### src/rtl/trip_pkg.sv
`timescale 1ns/1ps
package trip_pkg;
  localparam int unsigned DEF_N_IN  = 64;
  localparam int unsigned DEF_N_OUT = 24;
  localparam int unsigned DEF_TS_W  = 64;
  localparam int unsigned DEF_REG_W = 32;

  function automatic int unsigned ceil_div(int unsigned a, int unsigned b);
    return (a + b - 1) / b;
  endfunction

  function automatic int unsigned addr_bits(int unsigned n);
    return (n > 1) ? $clog2(n) : 1;
  endfunction
endpackage

### src/rtl/trip_mask_regs.sv
`timescale 1ns/1ps
module trip_mask_regs #(
  parameter int unsigned N_IN    = 64,
  parameter int unsigned REG_W   = 32,
  parameter int unsigned N_WORDS = trip_pkg::ceil_div(N_IN, REG_W),
  parameter int unsigned AW      = trip_pkg::addr_bits(N_WORDS)
) (
  input  logic             clk_i,
  input  logic             rst_ni,
  input  logic             we_i,
  input  logic [AW-1:0]    addr_i,
  input  logic [REG_W-1:0] wdata_i,
  output logic [N_IN-1:0]  mask_o
);
  for (genvar k = 0; k < N_WORDS; k++) begin : g_word
    localparam int unsigned LO = k * REG_W;
    localparam int unsigned W  = ((N_IN - LO) < REG_W) ? (N_IN - LO) : REG_W;
    logic [W-1:0] word_q;
    logic         hit;
    assign hit = we_i && (addr_i == AW'(k));
    always_ff @(posedge clk_i or negedge rst_ni) begin
      if (!rst_ni)  word_q <= '0;
      else if (hit) word_q <= wdata_i[W-1:0];
    end
    assign mask_o[LO +: W] = word_q;
  end
endmodule

### src/rtl/trip_detect.sv
`timescale 1ns/1ps
module trip_detect #(
  parameter int unsigned N_IN = 64
) (
  input  logic            clk_i,
  input  logic            rst_ni,
  input  logic            valid_i,
  input  logic [N_IN-1:0] status_n_i,
  input  logic [N_IN-1:0] mask_i,
  output logic            trip_evt_o,
  output logic            live_fault_o
);
  logic [N_IN-1:0] last_q;
  logic [N_IN-1:0] new_hits;
  logic [N_IN-1:0] old_hits;

  assign new_hits     = ~status_n_i & ~mask_i;
  assign old_hits     = ~last_q & ~mask_i;
  assign trip_evt_o   = valid_i && (|new_hits);
  assign live_fault_o = |old_hits;

  // last accepted word; all ones = healthy
  always_ff @(posedge clk_i or negedge rst_ni) begin
    if (!rst_ni)      last_q <= '1;
    else if (valid_i) last_q <= status_n_i;
  end
endmodule

### src/rtl/trip_latch.sv
`timescale 1ns/1ps
module trip_latch #(
  parameter int unsigned N_OUT = 24
) (
  input  logic             clk_i,
  input  logic             rst_ni,
  input  logic             trip_evt_i,
  input  logic             live_fault_i,
  input  logic             clr_req_i,
  output logic [N_OUT-1:0] cutoff_o
);
  logic clr_ok;
  assign clr_ok = clr_req_i && !trip_evt_i && !live_fault_i;

  // one flop per channel, no shared output register
  for (genvar c = 0; c < N_OUT; c++) begin : g_chan
    logic chan_q;
    always_ff @(posedge clk_i or negedge rst_ni) begin
      if (!rst_ni)         chan_q <= 1'b0;
      else if (trip_evt_i) chan_q <= 1'b1;
      else if (clr_ok)     chan_q <= 1'b0;
    end
    assign cutoff_o[c] = chan_q;
  end
endmodule

### src/rtl/trip_record.sv
`timescale 1ns/1ps
module trip_record #(
  parameter int unsigned N_IN = 64,
  parameter int unsigned TS_W = 64
) (
  input  logic            clk_i,
  input  logic            rst_ni,
  input  logic            trip_evt_i,
  input  logic            clr_i,
  input  logic [N_IN-1:0] status_n_i,
  input  logic [TS_W-1:0] time_i,
  output logic            valid_o,
  output logic [N_IN-1:0] status_o,
  output logic [TS_W-1:0] time_o
);
  logic take;
  assign take = trip_evt_i && (!valid_o || clr_i);

  always_ff @(posedge clk_i or negedge rst_ni) begin
    if (!rst_ni) begin
      valid_o  <= 1'b0;
      status_o <= '0;
      time_o   <= '0;
    end else if (take) begin
      valid_o  <= 1'b1;
      status_o <= status_n_i;
      time_o   <= time_i;
    end else if (clr_i) begin
      valid_o  <= 1'b0;
      status_o <= '0;
      time_o   <= '0;
    end
  end
endmodule

### src/rtl/trip_guard.sv
`timescale 1ns/1ps
module trip_guard #(
  parameter int unsigned N_IN  = trip_pkg::DEF_N_IN,
  parameter int unsigned N_OUT = trip_pkg::DEF_N_OUT,
  parameter int unsigned TS_W  = trip_pkg::DEF_TS_W,
  parameter int unsigned REG_W = trip_pkg::DEF_REG_W,
  localparam int unsigned N_WORDS = trip_pkg::ceil_div(N_IN, REG_W),
  localparam int unsigned AW      = trip_pkg::addr_bits(N_WORDS)
) (
  input  logic             clk_i,
  input  logic             rst_ni,
  input  logic             status_valid_i,
  input  logic [N_IN-1:0]  status_n_i,
  input  logic [TS_W-1:0]  time_i,
  input  logic             mask_we_i,
  input  logic [AW-1:0]    mask_addr_i,
  input  logic [REG_W-1:0] mask_wdata_i,
  input  logic             trip_clr_i,
  input  logic             rec_clr_i,
  output logic [N_OUT-1:0] cutoff_o,
  output logic             rec_valid_o,
  output logic [N_IN-1:0]  rec_status_o,
  output logic [TS_W-1:0]  rec_time_o
);
  logic [N_IN-1:0] mask_w;
  logic            trip_evt;
  logic            live_fault;

  trip_mask_regs #(.N_IN(N_IN), .REG_W(REG_W), .N_WORDS(N_WORDS), .AW(AW)) u_mask (
    .clk_i   (clk_i),
    .rst_ni  (rst_ni),
    .we_i    (mask_we_i),
    .addr_i  (mask_addr_i),
    .wdata_i (mask_wdata_i),
    .mask_o  (mask_w)
  );

  trip_detect #(.N_IN(N_IN)) u_detect (
    .clk_i        (clk_i),
    .rst_ni       (rst_ni),
    .valid_i      (status_valid_i),
    .status_n_i   (status_n_i),
    .mask_i       (mask_w),
    .trip_evt_o   (trip_evt),
    .live_fault_o (live_fault)
  );

  trip_latch #(.N_OUT(N_OUT)) u_latch (
    .clk_i        (clk_i),
    .rst_ni       (rst_ni),
    .trip_evt_i   (trip_evt),
    .live_fault_i (live_fault),
    .clr_req_i    (trip_clr_i),
    .cutoff_o     (cutoff_o)
  );

  trip_record #(.N_IN(N_IN), .TS_W(TS_W)) u_record (
    .clk_i      (clk_i),
    .rst_ni     (rst_ni),
    .trip_evt_i (trip_evt),
    .clr_i      (rec_clr_i),
    .status_n_i (status_n_i),
    .time_i     (time_i),
    .valid_o    (rec_valid_o),
    .status_o   (rec_status_o),
    .time_o     (rec_time_o)
  );
endmodule

### config.mk
export PLATFORM = sky130hd
export DESIGN_NAME = trip_guard
export DESIGN_NICKNAME = d
export VERILOG_FILES = /design/src/rtl/trip_pkg.sv /design/src/rtl/trip_mask_regs.sv /design/src/rtl/trip_detect.sv /design/src/rtl/trip_latch.sv /design/src/rtl/trip_record.sv /design/src/rtl/trip_guard.sv
export SDC_FILE = /design/constraint.sdc
export NUM_CORES = 1
export LEC_CHECK = 0
export CORE_AREA = 2 2 167 169
export DETAILED_ROUTE_END_ITERATION = 6
export DIE_AREA = 0 0 169 171
export GPL_ROUTABILITY_DRIVEN = 0
export GPL_TIMING_DRIVEN = 0
export HOLD_SLACK_MARGIN = 0.02
export PLACE_DENSITY_LB_ADDON = 0.12
export SLEW_MARGIN = 0
export SYNTH_ARGS = -nofsm -noshare
export SYNTH_HDL_FRONTEND = slang
export SYNTH_SLANG_ARGS = --single-unit
### constraint.sdc
create_clock -name clk_i -period 2 [get_ports clk_i]
set_input_delay 0.4 -clock clk_i [delete_from_list [all_inputs] [get_ports clk_i]]
set_output_delay 0.4 -clock clk_i [all_outputs]
set_load 0.05 [all_outputs]
==> flow_summary_export.csv <==
group,metric,value,unit
logic_synthesis,synth.top_cell.area_share,0.410,
logic_synthesis,yosys_warnings,0,
timing,fin_ws,-0.223,ns
timing,rsz0062_at_grt,"yes",
drt,routed_via_density,5.14,
finish,drive_gt1_frac,0.383,
timing,final.setup.tns,-25.62,ns
finish,fillers,2240,
timing,finalSetupViolCount,128,
pwr,powerDensity,901,nW/um^2
drt,vias,7955,
clock_tree,cts.sinks,258,
floorplan,dieArea,28900,sq um
finish,final_area,16400,sq um
logic_synthesis,ys_ff_latch,258,
drt,wl_per_cell,22.9,microns
timing,fin_crit_sh,1.11,
clock_tree,clockBufferDepth,3,
drt,drt_iter0_drc,470,
floorplan,fp.coreArea,27300,sq um
place,io_buffers,319,
global_route,grt_usage,0.241,
floorplan,die_x,169,microns
global_route,overflow,0,
floorplan,pin_count,320,
hold_path,hold_class,"in2reg",
logic_synthesis,syn_area_per_cell,14.5,sq um
setup_path,endpoint_kind,"flip-flop",
timing,fin_worst_skew,0.0195,ns
setup_path,path_max_fanout,10,
global_route,grt_max_degree,94,
place,placed_cell_area,15500,sq um
timing,fmax,450,MHz
pwr,leakage,7.51,nW
drt,wirelength,35500,microns
drt,first_pass_iters,4,
clock_tree,cts_made_buffers,28,
timing,finalMaxSlewViolations,0,
floorplan,start_util,0.433,
finish,fin_nets,1346,
clock_tree,htreeDepth,1,
clock_tree,cts.clk_slew.worst_paths,0.06,ns
finish,syn2layout_area_growth,38.9,%
logic_synthesis,yosysSeqAreaShare,0.552,
logic_synthesis,synth_cell_type_count,25,
timing,worst_pin_slew,0.821,ns
setup_path,critical_path_class,"reg2reg",
status,outcome,"finished, violations left",
floorplan,die_height,171,microns
global_route,grt_pass1_vias,8246,
pwr,ir_drop,0.000519,V
status,violations,"setup timing",
setup_path,required,2.41,ns
clock_tree,clkLatencyLatePin,0.54,ns
clock_tree,ctsRootBufferMaster,"clkbuf_16",
setup_path,cp-start-kind,"flip-flop",
finish,multi_input_area,4820,sq um
drt,drc,0,
finish,regArea,6540,sq um
global_route,antenna_found_initial,1,
logic_synthesis,yosysTopAreaCell,"dfrtp_1",
global_route,grt_pass1_wl,52200,microns
timing,maxSlewHeadroom,0.453,
logic_synthesis,syn_area,11800,sq um
setup_path,crit_arrival,2.64,ns
floorplan,fp-row-count,61,
drt,ant_nets,0,
logic_synthesis,synth_area_leaders,"dfrtp_1 (41%), mux2_4 (15%), dfstp_2 (14%)",
clock_tree,cts_tree,"built",
logic_synthesis,synth_fp_nets,982,
logic_synthesis,syn_inst,815,
timing,finalHoldViolations,0,
place,hpwl,25800,microns
timing,fin_crit,2.22,ns
run,cap_viol_max_count,0,
-- logic make-up after synthesis --
| logic type | Yosys count | synth area share |
|---|---|---|
| AO/OA/AOI/OAI | 67 | 0.0354 |
| buffers and inverters | 67 | 0.0459 |
| flip-flops | 258 | 0.552 |
| multiplexers | 256 | 0.282 |
| AND/OR/NAND/NOR | 167 | 0.0846 |
-- repair_timing --
item                                    4_1_cts  5_1_grt
endpoints found under the setup margin      303      156
cloned                                        1        0
buffers inserted                              6        5
pin swaps                                     3        5
hold buffers                                  1        0
hold endpoints to repair                     60        0
gates resized for setup                     267       25
-- synth_stat cells --
master    number
nand4_1        4
buf_4         24
nor3_1         1
dfstp_2       64
nor4_1         7
nand3_1        3
nand2b_1       1
o31ai_1        1
mux2_2       136
buf_6          3
o21bai_1       1
nor4_2         1
o22ai_1       63
clkbuf_1      22
nor2b_1      129
mux2_4       120
buf_1          6
nor2_1        18
nand2_1        1
dfrtp_1      194
inv_1          1
buf_12        11
o21ai_0        2
nor2_2         1
and2b_2        1
-- critical path, stage by stage, from the launching register on --
cell and delay (ns):
dfrtp_2 0.42, o22ai_1 0.12, nor4_2 0.31, nand3_1 0.20, nor4_4 0.16, buf_4 0.18
nor2_4 0.07, buf_12 0.17, buf_12 0.15, mux2_4 0.30
-- per-stage QoR --
step / power, mW / setup WS, ns / util / hold WS (ns) / instances
6_report: 14.8 / -0.223 / 0.601 / 0.222 / 1547
5_1_grt: 15.4 / -0.264 / 0.601 / 0.218 / 1546
4_1_cts: 14.9 / -0.244 / 0.597 / 0.318 / 1541
3_5_place_dp: 9.69 / -1.22 / 0.568 / 0.456 / 1482
3_3_place_gp: 9.65 / -10.86 / 0.566 / 0.514 / 1480
2_1_floorplan: 8.27 / 0.0436 / - / 0.104 / 815
-- flip-flops by register name, summed over array words and instances, names as in the netlist --
signal / cells
u_record.time_o: 64
u_detect.last_q: 64
u_record.valid_o: 1
u_record.status_o: 64
u_mask.g_word.word_q: 64
u_latch.g_chan.chan_q: 1
-- where the power goes --
| group | internal, mW | switching [mW] | total [mW] |
|---|---|---|---|
| logic | 1.47 | 1.80 | 3.27 |
| clock network | 3.20 | 2.09 | 5.29 |
| registers | 5.87 | 0.375 | 6.25 |
| total | 10.5 | 4.27 | 14.8 |
-- cell usage in the layout, fill, tap and decap left out, types with 8 or more instances in the layout --
cell type,Yosys,routed
dfrtp_1,194,192
clkdlybuf4s50_1,0,152
mux2_2,136,136
dlygate4sd2_1,0,135
nor2b_1,129,129
mux2_4,120,120
dfstp_2,64,64
o22ai_1,63,57
buf_4,24,36
clkbuf_16,0,29
clkbuf_1,22,25
buf_2,0,22
nor2_1,18,17
buf_12,11,14
clkbuf_8,0,8
-- final cells by class --
type | instances | area share
sequential | 258 | 0.398
multi-input combinational | 490 | 0.293
timing repair buffer | 334 | 0.190
clock buffer | 44 | 0.0525
buffer | 66 | 0.0345
tap | 346 | 0.0263
clock inverter | 7 | 0.00518
inverter | 1 | 0.000228
antenna | 1 | 0.000152
-- path summary, 6_finish.rpt --
| kind | startpoint | end | slack [ns] | cells after the start |
|---|---|---|---|---|
| max in group asynchronous | rst_ni | u_detect.last_q[63]$_DFFE_PN1P_ | 0.38 | 4 |
| min in group asynchronous | rst_ni | u_record.time_o[11]$_DFFE_PN0P_ | 0.38 | 2 |
| max | u_mask.g_word[1].word_q[18]$_DFFE_PN0P_ | u_record.status_o[9]$_DFFE_PN0P_ | -0.22 | 9 |
| min | status_n_i[53] | u_record.status_o[53]$_DFFE_PN0P_ | 0.22 | 2 |
| min reg2reg | u_mask.g_word[0].word_q[28]$_DFFE_PN0P_ | u_mask.g_word[0].word_q[28]$_DFFE_PN0P_ | 0.53 | 1 |
| max reg2reg | u_mask.g_word[1].word_q[18]$_DFFE_PN0P_ | u_record.status_o[9]$_DFFE_PN0P_ | -0.22 | 9 |
-- per-layer routing --
| metal | track usage | share of wire | up-vias |
|---|---|---|---|
| met3 | 0.0571 | 0.074 | 48 |
| met4 | 0.0647 | 0.023 | 0 |
| met1 | 0.313 | 0.42 | 4013 |
| li1 | - | - | 3604 |
| met2 | 0.406 | 0.48 | 290 |
| met5 | 0 | 0 | - |
(Power assumes the default switching activity.)
